$ cat src/rtl/irq_tier_pkg.sv
package irq_tier_pkg;
  localparam int GRP_W  = 32;
  localparam int LVL_N  = 16;
  localparam int VEC_W  = 4;

  // fixed high-tier map
  function automatic logic [VEC_W-1:0] src_level(input int grp, input int bit_i);
    logic [VEC_W-1:0] lvl;
    lvl = '0;
    if (grp == 3) begin
      if (bit_i == 25 || bit_i == 24) lvl = 4'd15;
      else if (bit_i == 30)           lvl = 4'd14;
      else if (bit_i == 29)           lvl = 4'd13;
      else if (bit_i == 7 || bit_i == 0) lvl = 4'd1;
    end else if (grp == 1) begin
      if (bit_i == 18)      lvl = 4'd4;
      else if (bit_i == 17) lvl = 4'd3;
      else if (bit_i == 27) lvl = 4'd2;
    end
    return lvl;
  endfunction

  function automatic logic [GRP_W-1:0] level_bits(input int grp, input int lvl);
    logic [GRP_W-1:0] m;
    m = '0;
    for (int b = 0; b < GRP_W; b++)
      if (int'(src_level(grp, b)) == lvl) m[b] = 1'b1;
    return m;
  endfunction

  function automatic logic [GRP_W-1:0] high_bits(input int grp);
    logic [GRP_W-1:0] m;
    m = '0;
    for (int b = 0; b < GRP_W; b++)
      if (src_level(grp, b) != '0) m[b] = 1'b1;
    return m;
  endfunction
endpackage

$ cat src/rtl/irq_sync_edge.sv
module irq_sync_edge #(
  parameter int W = 32
) (
  input  logic         clk,
  input  logic         rst_n,
  input  logic [W-1:0] raw_i,
  output logic [W-1:0] edge_o
);
  logic [W-1:0] s1_q, s2_q, prev_q;

  always_ff @(posedge clk or negedge rst_n) begin
    if (!rst_n) begin
      s1_q   <= '0;
      s2_q   <= '0;
      prev_q <= '0;
    end else begin
      s1_q   <= raw_i;
      s2_q   <= s1_q;
      prev_q <= s2_q;
    end
  end

  assign edge_o = s2_q & ~prev_q;

  AST_SINGLE_EDGE: assert property (@(posedge clk) disable iff (!rst_n)
    1'b1 |=> ((edge_o & $past(edge_o)) == '0));
endmodule

$ cat src/rtl/irq_pend_set.sv
module irq_pend_set #(
  parameter int W = 32
) (
  input  logic         clk,
  input  logic         rst_n,
  input  logic [W-1:0] edge_i,
  input  logic [W-1:0] clr_i,
  output logic [W-1:0] pend_o
);
  logic [W-1:0] pend_q, pend_d;
  logic         upd;

  always_comb begin
    upd    = (|edge_i) | (|clr_i);
    pend_d = (pend_q & ~clr_i) | edge_i;
  end

  always_ff @(posedge clk or negedge rst_n) begin
    if (!rst_n)   pend_q <= '0;
    else if (upd) pend_q <= pend_d;
  end

  assign pend_o = pend_q;

  AST_PEND_STICKY: assert property (@(posedge clk) disable iff (!rst_n)
    1'b1 |=> ((($past(pend_q) & ~$past(clr_i)) & ~pend_q) == '0));
  AST_CLR_TAKES: assert property (@(posedge clk) disable iff (!rst_n)
    1'b1 |=> ((($past(clr_i) & ~$past(edge_i)) & pend_q) == '0));
endmodule

$ cat src/rtl/irq_level_enc.sv
module irq_level_enc
  import irq_tier_pkg::*;
(
  input  logic             clk,
  input  logic             rst_n,
  input  logic [LVL_N-1:0] lvl_i,
  input  logic [LVL_N-1:0] msk_i,
  output logic [VEC_W-1:0] vec_o
);
  logic [LVL_N-1:0] act;

  always_comb begin
    act   = lvl_i & msk_i;
    vec_o = '0;
    for (int l = 1; l < LVL_N; l++)
      if (act[l]) vec_o = VEC_W'(l);
  end

  AST_VEC_LIVE: assert property (@(posedge clk) disable iff (!rst_n)
    (vec_o != '0) |-> (lvl_i[vec_o] && msk_i[vec_o]));
  AST_VEC_MAX: assert property (@(posedge clk) disable iff (!rst_n)
    1'b1 |-> (((lvl_i[LVL_N-1:1] & msk_i[LVL_N-1:1]) >> vec_o) == '0));
endmodule

$ cat src/rtl/irq_tier_ctrl.sv
module irq_tier_ctrl
  import irq_tier_pkg::*;
#(
  parameter int NSETS = 4,
  parameter int AW    = 6
) (
  input  logic                   clk,
  input  logic                   rst_n,
  input  logic [NSETS*GRP_W-1:0] src_i,
  input  logic                   bus_wr,
  input  logic [AW-1:0]          bus_addr,
  input  logic [31:0]            bus_wdata,
  output logic [31:0]            bus_rdata,
  output logic                   irq_high_o,
  output logic                   irq_low_o,
  output logic [VEC_W-1:0]       irq_vec_o
);
  localparam int IW  = AW - 2;
  localparam int SIW = (NSETS > 1) ? $clog2(NSETS) : 1;

  // reset: asserted asynchronously, released on the clock
  logic rs1_q, rs_n;
  always_ff @(posedge clk or negedge rst_n) begin
    if (!rst_n) begin
      rs1_q <= 1'b0;
      rs_n  <= 1'b0;
    end else begin
      rs1_q <= 1'b1;
      rs_n  <= rs1_q;
    end
  end

  logic [IW-1:0] a_idx;
  logic [1:0]    a_sub;
  assign a_idx = bus_addr[AW-1:2];
  assign a_sub = bus_addr[1:0];

  logic [NSETS-1:0][GRP_W-1:0] pend_all, en_q, en_d, clr_all, low_vec;
  logic [NSETS-1:0]            en_we;
  logic [LVL_N-1:0]            mask_q, mask_d;
  logic                        gen_q, gen_d, ctrl_we;

  // per-group capture and pending
  for (genvar g = 0; g < NSETS; g++) begin : g_grp
    localparam logic [GRP_W-1:0] HI = high_bits(g);
    logic [GRP_W-1:0] edg;

    irq_sync_edge #(.W(GRP_W)) u_edge (
      .clk(clk), .rst_n(rs_n),
      .raw_i(src_i[g*GRP_W +: GRP_W]), .edge_o(edg));

    assign clr_all[g] = (bus_wr && a_idx == IW'(g) && a_sub == 2'd2) ? bus_wdata : '0;

    irq_pend_set #(.W(GRP_W)) u_pend (
      .clk(clk), .rst_n(rs_n),
      .edge_i(edg), .clr_i(clr_all[g]), .pend_o(pend_all[g]));

    assign en_we[g]   = bus_wr && a_idx == IW'(g) && a_sub == 2'd1;
    assign en_d[g]    = bus_wdata;
    assign low_vec[g] = pend_all[g] & en_q[g] & ~HI;
  end

  // per-level pending groups
  logic [LVL_N-1:0][NSETS-1:0] lvl_hit;
  logic [LVL_N-1:0]            lvl_pend;
  assign lvl_hit[0] = '0;
  for (genvar l = 1; l < LVL_N; l++) begin : g_lvl
    for (genvar g = 0; g < NSETS; g++) begin : g_src
      localparam logic [GRP_W-1:0] LM = level_bits(g, l);
      assign lvl_hit[l][g] = |(pend_all[g] & LM);
    end
  end
  for (genvar l = 0; l < LVL_N; l++) begin : g_or
    assign lvl_pend[l] = |lvl_hit[l];
  end

  // control register next state
  always_comb begin
    ctrl_we = bus_wr && int'(a_idx) == NSETS && a_sub == 2'd0;
    mask_d  = bus_wdata[LVL_N-1:0];
    gen_d   = bus_wdata[16];
  end

  always_ff @(posedge clk or negedge rs_n) begin
    if (!rs_n) begin
      mask_q <= '0;
      gen_q  <= 1'b0;
    end else if (ctrl_we) begin
      mask_q <= mask_d;
      gen_q  <= gen_d;
    end
  end

  for (genvar g = 0; g < NSETS; g++) begin : g_en
    always_ff @(posedge clk or negedge rs_n) begin
      if (!rs_n)          en_q[g] <= '0;
      else if (en_we[g])  en_q[g] <= en_d[g];
    end
  end

  logic [VEC_W-1:0] vec;
  irq_level_enc u_enc (
    .clk(clk), .rst_n(rs_n),
    .lvl_i(lvl_pend), .msk_i(mask_q), .vec_o(vec));

  assign irq_vec_o  = vec;
  assign irq_high_o = gen_q && (vec != '0);
  assign irq_low_o  = gen_q && (|low_vec);

  // read mux
  always_comb begin
    bus_rdata = '0;
    if (int'(a_idx) < NSETS) begin
      case (a_sub)
        2'd0:    bus_rdata = pend_all[a_idx[SIW-1:0]];
        2'd1:    bus_rdata = en_q[a_idx[SIW-1:0]];
        default: bus_rdata = '0;
      endcase
    end else if (int'(a_idx) == NSETS) begin
      case (a_sub)
        2'd0:    bus_rdata = {15'd0, gen_q, mask_q};
        2'd1:    bus_rdata = {26'd0, irq_low_o, irq_high_o, vec};
        default: bus_rdata = '0;
      endcase
    end
  end

  AST_HIGH_MASKED: assert property (@(posedge clk) disable iff (!rs_n)
    irq_high_o |-> (mask_q[irq_vec_o] && gen_q));
  AST_GATE_OFF: assert property (@(posedge clk) disable iff (!rs_n)
    $fell(gen_q) |-> (!irq_high_o && !irq_low_o));
endmodule

$ cat config.mk
export PLATFORM = sky130hd
export DESIGN_NAME = irq_tier_ctrl
export DESIGN_NICKNAME = d
export VERILOG_FILES = /design/src/rtl/irq_tier_pkg.sv /design/src/rtl/irq_sync_edge.sv /design/src/rtl/irq_pend_set.sv /design/src/rtl/irq_level_enc.sv /design/src/rtl/irq_tier_ctrl.sv
export SDC_FILE = /design/constraint.sdc
export NUM_CORES = 1
export LEC_CHECK = 0
export CORE_UTILIZATION = 45
export CTS_CLUSTER_DIAMETER = 100
export DETAILED_ROUTE_END_ITERATION = 12
export DONT_BUFFER_PORTS = 1
export RECOVER_POWER = 50
export SLEW_MARGIN = 20
export SYNTH_ARGS = -nofsm -noshare
export SYNTH_HDL_FRONTEND = slang
export SYNTH_SLANG_ARGS = --single-unit
$ cat constraint.sdc
create_clock -name clk -period 58.8 [get_ports clk]
set_clock_uncertainty 0.05 [all_clocks]
set_input_delay 0 -clock clk [delete_from_list [all_inputs] [get_ports clk]]
set_output_delay 0 -clock clk [all_outputs]
set_load 0.02 [all_outputs]
# Word-level counts from Yosys, hierarchy flattened
# Index checks and enable logic that the tools add are counted.
word_totals:
  register_bits: 659
  output_inout_bits: 38
  elab_cells: 118
op_classes:
  n_mux: 27
  n_bitwise: 29
  order_cmp: 2
  eq_ne: 6
  reduce_logical: 30
ops:
  columns: ["operator", "n"]
  rows:
  - ["32-bit AND", 12]
  - ["32-bit two-way mux", 8]
  - ["32-bit inverter", 8]
  - ["32-bit OR reduction", 8]
  - ["32-bit binary-select mux with 2-bit select", 2]
  - ["32-bit bitwise OR", 4]
  - ["119-bit OR reduction", 1]
  - ["32-bit case mux with 2 select lines", 1]
  - ["17-bit case mux with 2 select lines", 1]
  - ["4-bit two-way mux", 8]
  - ["16-bit AND", 1]
  - ["1-bit logical AND", 16]
  - ["3-bit two-way mux", 4]
  - ["4-bit by 2-bit == test with 1-bit output (second input constant)", 2]
  - ["4-bit by 1-bit == test with 1-bit output (second input constant)", 1]
  - ["4-bit == test (second input constant)", 1]
  - ["4-bit logical NOT", 1]
  - ["4-bit by 3-bit < comparator with 1-bit output (second input constant)", 1]
  - ["2-bit two-way mux", 2]
  - ["1-bit bitwise OR", 4]
  - ["4-bit nonzero test", 1]
  - ["2-bit OR reduction", 2]
  - ["2-bit by 3-bit < comparator with 1-bit output (second input constant)", 1]
  - ["2-bit by 1-bit == test with 1-bit output (second input constant)", 1]
  - ["other kinds (3)", 3]

# Longest topological paths before layout
depth:
  depth_word: 22
  depth_mapped: 8
  mapped_depth_nobuf: 6

# By module
# Synthesis repeated with hierarchy kept, for this count alone.
hier_totals:
  cells_unflattened: 1653
  hier_area_um2: 25353.1
modules_own_cells:
  columns: ["mod", "cells_per_inst", "area_each_um2", "n_inst", "seq_area_each_um2"]
  rows:
  - ["irq_sync_edge", 128, 2842.7, 4, 2402.3]
  - ["irq_tier_ctrl", 722, 9130.0, 1, 3678.5]
  - ["irq_pend_set", 96, 1161.1, 4, 800.8]
  - ["irq_level_enc", 35, 207.7, 1, 0.0]

# Least setup slack after synthesis
# Ideal clock, no wire load.
synth_path:
  path_kind: "register to output"
  startpoint: "reg en_q[48] (netlist name)"
  endpoint: "out bus_rdata[5]"
  slack_ns: 57.021
  stages_incl_launch_ff: 7
  arrival_ns: 1.729
  required_ns: 58.750
  cell_sequence: "dfrtp_1 > a22o_1 > a221oi_1 > nand4_1 > nor4_1 > a31oi_1 > a31o_1"
synth_between:
  elab_chain_len: 6
synth_rtl:
  columns: ["element", "line_no", "text"]
  rows:
  - ["start: declaration", "irq_tier_ctrl.sv:38", "logic [NSETS-1:0][GRP_W-1:0] pend_all, en_q, en_d, clr_all, low_vec;"]
  - ["start signal: indexed assignment", "irq_tier_ctrl.sv:97", "else if (en_we[g]) en_q[g] <= en_d[g];"]
  - ["32-bit AND", "irq_tier_ctrl.sv:60", "assign low_vec[g] = pend_all[g] & en_q[g] & ~HI;"]
  - ["119-bit OR reduction", "irq_tier_ctrl.sv:108", "assign irq_low_o = gen_q && (|low_vec);"]
  - ["1-bit logical AND", "irq_tier_ctrl.sv:108", null]
  - ["via irq_low_o", "irq_tier_ctrl.sv:15", "output logic irq_low_o,"]
  - ["17-bit case mux with 2 select lines", "irq_tier_ctrl.sv:120", "case (a_sub)"]
  - ["32-bit two-way mux", "irq_tier_ctrl.sv:119", "end else if (int'(a_idx) == NSETS) begin"]
  - ["32-bit two-way mux", "irq_tier_ctrl.sv:113", "if (int'(a_idx) < NSETS) begin"]
  - ["end: declaration", "irq_tier_ctrl.sv:13", "output logic [31:0] bus_rdata,"]
# The timed path passes the listed nets, and every way through them passes these cells.

==> impl_metrics.csv <==
group,metric,value,unit
status,status,"complete, but fails checks",
critical_path,startpoint_type,"flip-flop",
critical_path,crit_chain,"clkbuf_1",
synthesis,synth_cells,1652,
clock_tree,cts.sink_count,659,
synthesis,ys_seq_area_share,70.3,%
timing,setup_tns,0,ns
cells_and_area,final_nets,2141,
routing,drtIter0Drc,1276,
cells_and_area,drive_gt1_share,15.6,%
critical_path,crit_family,"buffers and inverters",
cells_and_area,area_delta_synth_final,25.9,%
routing,wl_met1,26.0,mm
hold_path,hp-class,"input port to async pin",
synthesis,synth.distinct_cells,41,
routing,wl_met2,30.2,mm
synthesis,synthMuxAreaShare,13.9,%
global_routing,gr-total-overflow,0,
timing,hold_viol_final,0,
synthesis,synth_top_family_by_area,"multiplexers",
global_routing,grt_max_degree,185,
power,max-vdd-ir-drop,0.0000298,V
floorplanning,die_h,230,um
timing,setup_viol,0,
placement,io_buffers,0,
critical_path,crit_slowest_cell,"clkbuf_1",
critical_path,reg2regPathDepth,1,
timing,worst_slack,52.89,ns
timing,slew_headroom,-182,%
cells_and_area,final_cell_mix,"659 x dfrtp_1, 301 x dlygate4sd3_1, 265 x nand2_1, 136 x o21ai_0, 130 x inv_1",
synthesis,synth_compound_area_share,6.10,%
synthesis,syn_avg_cell_area,14.2,um^2
timing,worst_pin_slew,4.23,ns
timing,hold_slack,0.110,ns
critical_path,regToRegStartpoint,"rs_n",
clock_tree,numCtsBuffers,70,
synthesis,ys.warnings.count,0,
placement,place_congestion,0.847,
routing,met3_wirelength,3.73,mm
timing,fmax,169,MHz
clock_tree,htree_levels,3,
placement,dp_slack,55.24,ns
floorplanning,coreArea,51400,um^2
routing,drc,0,
routing,totalWireLength,61.5,mm
critical_path,path_buf_inv,1,
timing,fin_crit_sh,10.1,%
synthesis,yosys.area_share.simple,5.86,%
critical_path,cp-end-kind,"async pin",
routing,antenna_left,0,
timing,min_period,5.91,ns
cells_and_area,final_common_cell,"dfrtp_1",
power,p_leak,13.4,nW
synthesis,syn-num-nets,1821,
floorplanning,std_cell_rows,83,
global_routing,grt_pass1_vias,15200,
cells_and_area,design_area,29500,um^2
critical_path,cp_num_cells,1,
floorplanning,ioPinCount,207,
routing,top_layer_used,"met5",
routing,dr.pass1.iters,5,
critical_path,arrival,5.59,ns
floorplanning,die_w,230,um
flow_run,maxCapViolCount,11,
timing,slew_viol_final,415,
routing,wl_per_cell,22.7,um
floorplanning,die_area,53000,um^2
clock_tree,root_buffer,"clkbuf_16",
critical_path,crit_path_max_fanout,82,
routing,num_vias,14400,
global_routing,grt_use_total,24.2,%
clock_tree,clockBufferDepth,3,
placement,dp_hpwl,38.9,mm
critical_path,slowest_delay,3.06,ns
timing,rsz0062_at_grt,"no",
clock_tree,post_cts_resized,0,
synthesis,synth-adder-area-share,0,%
floorplanning,start_util,45.6,%
critical_path,critPathKind,"flip-flop to async pin",
placement,post_dp_cell_area,24100,um^2
synthesis,synth_xor_xnor_area_share,0,%
synthesis,synth_seq_cells,659,
clock_tree,clkLatencyLatePin,0.61,ns
status,violations,"max-capacitance violations, max-slew violations",
clock_tree,clkTransAtPathRegs,0.06,ns
power,powerDensity,35.5,nW/um^2
global_routing,grt_pass1_wl,94.8,mm
clock_tree,tritoncts,"yes",
global_routing,antenna_found_initial,6,
synthesis,synth_area,23400,um^2
routing,viasPerCell,5.30,
critical_path,cp_data_required_time,58.48,ns
critical_path,startpoint,"rs_n",
clock_tree,postCtsSetupBuffers,0,
## registers in the layout (all words and copies together), names as in the netlist
signal and cells:
en_q 128, g_grp.u_edge.prev_q 128, g_grp.u_edge.s1_q 128, g_grp.u_edge.s2_q 128, g_grp.u_pend.pend_o 128, gen_q 1, mask_q 16, rs1_q 1
rs_n 1
## cell usage after synthesis
cell | instances | area, um^2
dfrtp_1 | 659 | 16500
nand2_1 | 264 | 991
inv_1 | 130 | 488
o21ai_0 | 119 | 596
mux2_2 | 114 | 1280
mux4_2 | 64 | 1440
a22oi_1 | 37 | 278
mux2_1 | 31 | 349
o21ai_1 | 27 | 135
buf_2 | 25 | 125
nand3_1 | 23 | 115
clkbuf_1 | 22 | 82.6
nor2_1 | 21 | 78.8
a22o_1 | 19 | 166
mux2i_1 | 19 | 190
buf_4 | 16 | 120
a221oi_1 | 15 | 131
nand4_1 | 8 | 50.1
buf_6 | 5 | 56.3
a221oi_2 | 3 | 45.0
buf_1 | 3 | 11.3
nor2_2 | 3 | 18.8
o22ai_1 | 3 | 18.8
a31o_2 | 2 | 17.5
nand2b_1 | 2 | 12.5
nor3_2 | 2 | 20.0
nor4_1 | 2 | 12.5
a222oi_1 | 1 | 10.0
a2bb2oi_1 | 1 | 8.76
a31o_1 | 1 | 8.76
a31oi_1 | 1 | 6.26
and2_1 | 1 | 6.26
and2b_1 | 1 | 7.51
and3_1 | 1 | 6.26
conb_1 | 1 | 3.75
nand2_4 | 1 | 11.3
nand3_4 | 1 | 17.5
nor3_1 | 1 | 5.00
nor3_4 | 1 | 16.3
o31a_1 | 1 | 8.76
or3_1 | 1 | 6.26
## worst paths after layout
check	to	slack [ns]
hold / removal	rs_n	0.11
hold reg to reg	g_grp[1].u_edge.s2_q[8]	0.29
max in group clk	en_q[119]	54.71
setup / recovery	g_grp[3].u_edge.s1_q[21]	52.89
min in group clk	bus_rdata[0]	0.15
setup reg to reg	g_grp[3].u_edge.s1_q[21]	52.89
## metrics by stage
stage	cells	power, mW	utilization (%)
2_1_floorplan	1652	0.548	-
3_3_place_gp	2278	0.563	46.8
3_5_place_dp	2278	0.565	46.8
4_1_cts	2708	1.06	57.6
5_1_grt	2711	1.09	57.4
6_report	2711	1.05	57.4
## power breakdown
part | leakage (nW) | internal [mW] | switching, mW | total [mW]
Sequential | 7.55 | 0.481 | 0.0198 | 0.501
Combinational | 4.64 | 0.0398 | 0.0357 | 0.0755
Clock | 1.21 | 0.286 | 0.186 | 0.472
## logic make-up (layout without fill, tap and decap cells)
kind of cell           count (synthesis)  after routing
multiplexers                         228            228
AND/OR/NAND/NOR                      333            333
AO/OA/AOI/OAI                        230            230
flip-flops                           659            659
other                                  1              3
buffers and inverters                201            578
## timing repair
action / CTS / global route
endpoints found under the setup margin: 0 / 0
hold buffers: 301 / 0
hold endpoints to repair: 403 / 0
## routing by layer
metal / track usage (%) / vias to the layer above
met2: 39.3 / 424
li1: - / 6297
met5: 0 / -
met4: 7.60 / 8
met3: 5.62 / 106
met1: 32.4 / 7526
## area by class of cell
class	instances	area, um^2
Multi-Input combinational cell	792	6050
Sequential cell	659	16500
Fill cell	4065	21900
Antenna cell	2	5.00
Timing Repair Buffer	319	3130
Tap cell	680	851
Inverter	130	488
Clock buffer	90	1950
Clock inverter	39	568
Note: power is estimated with default switching activity, not from simulation.
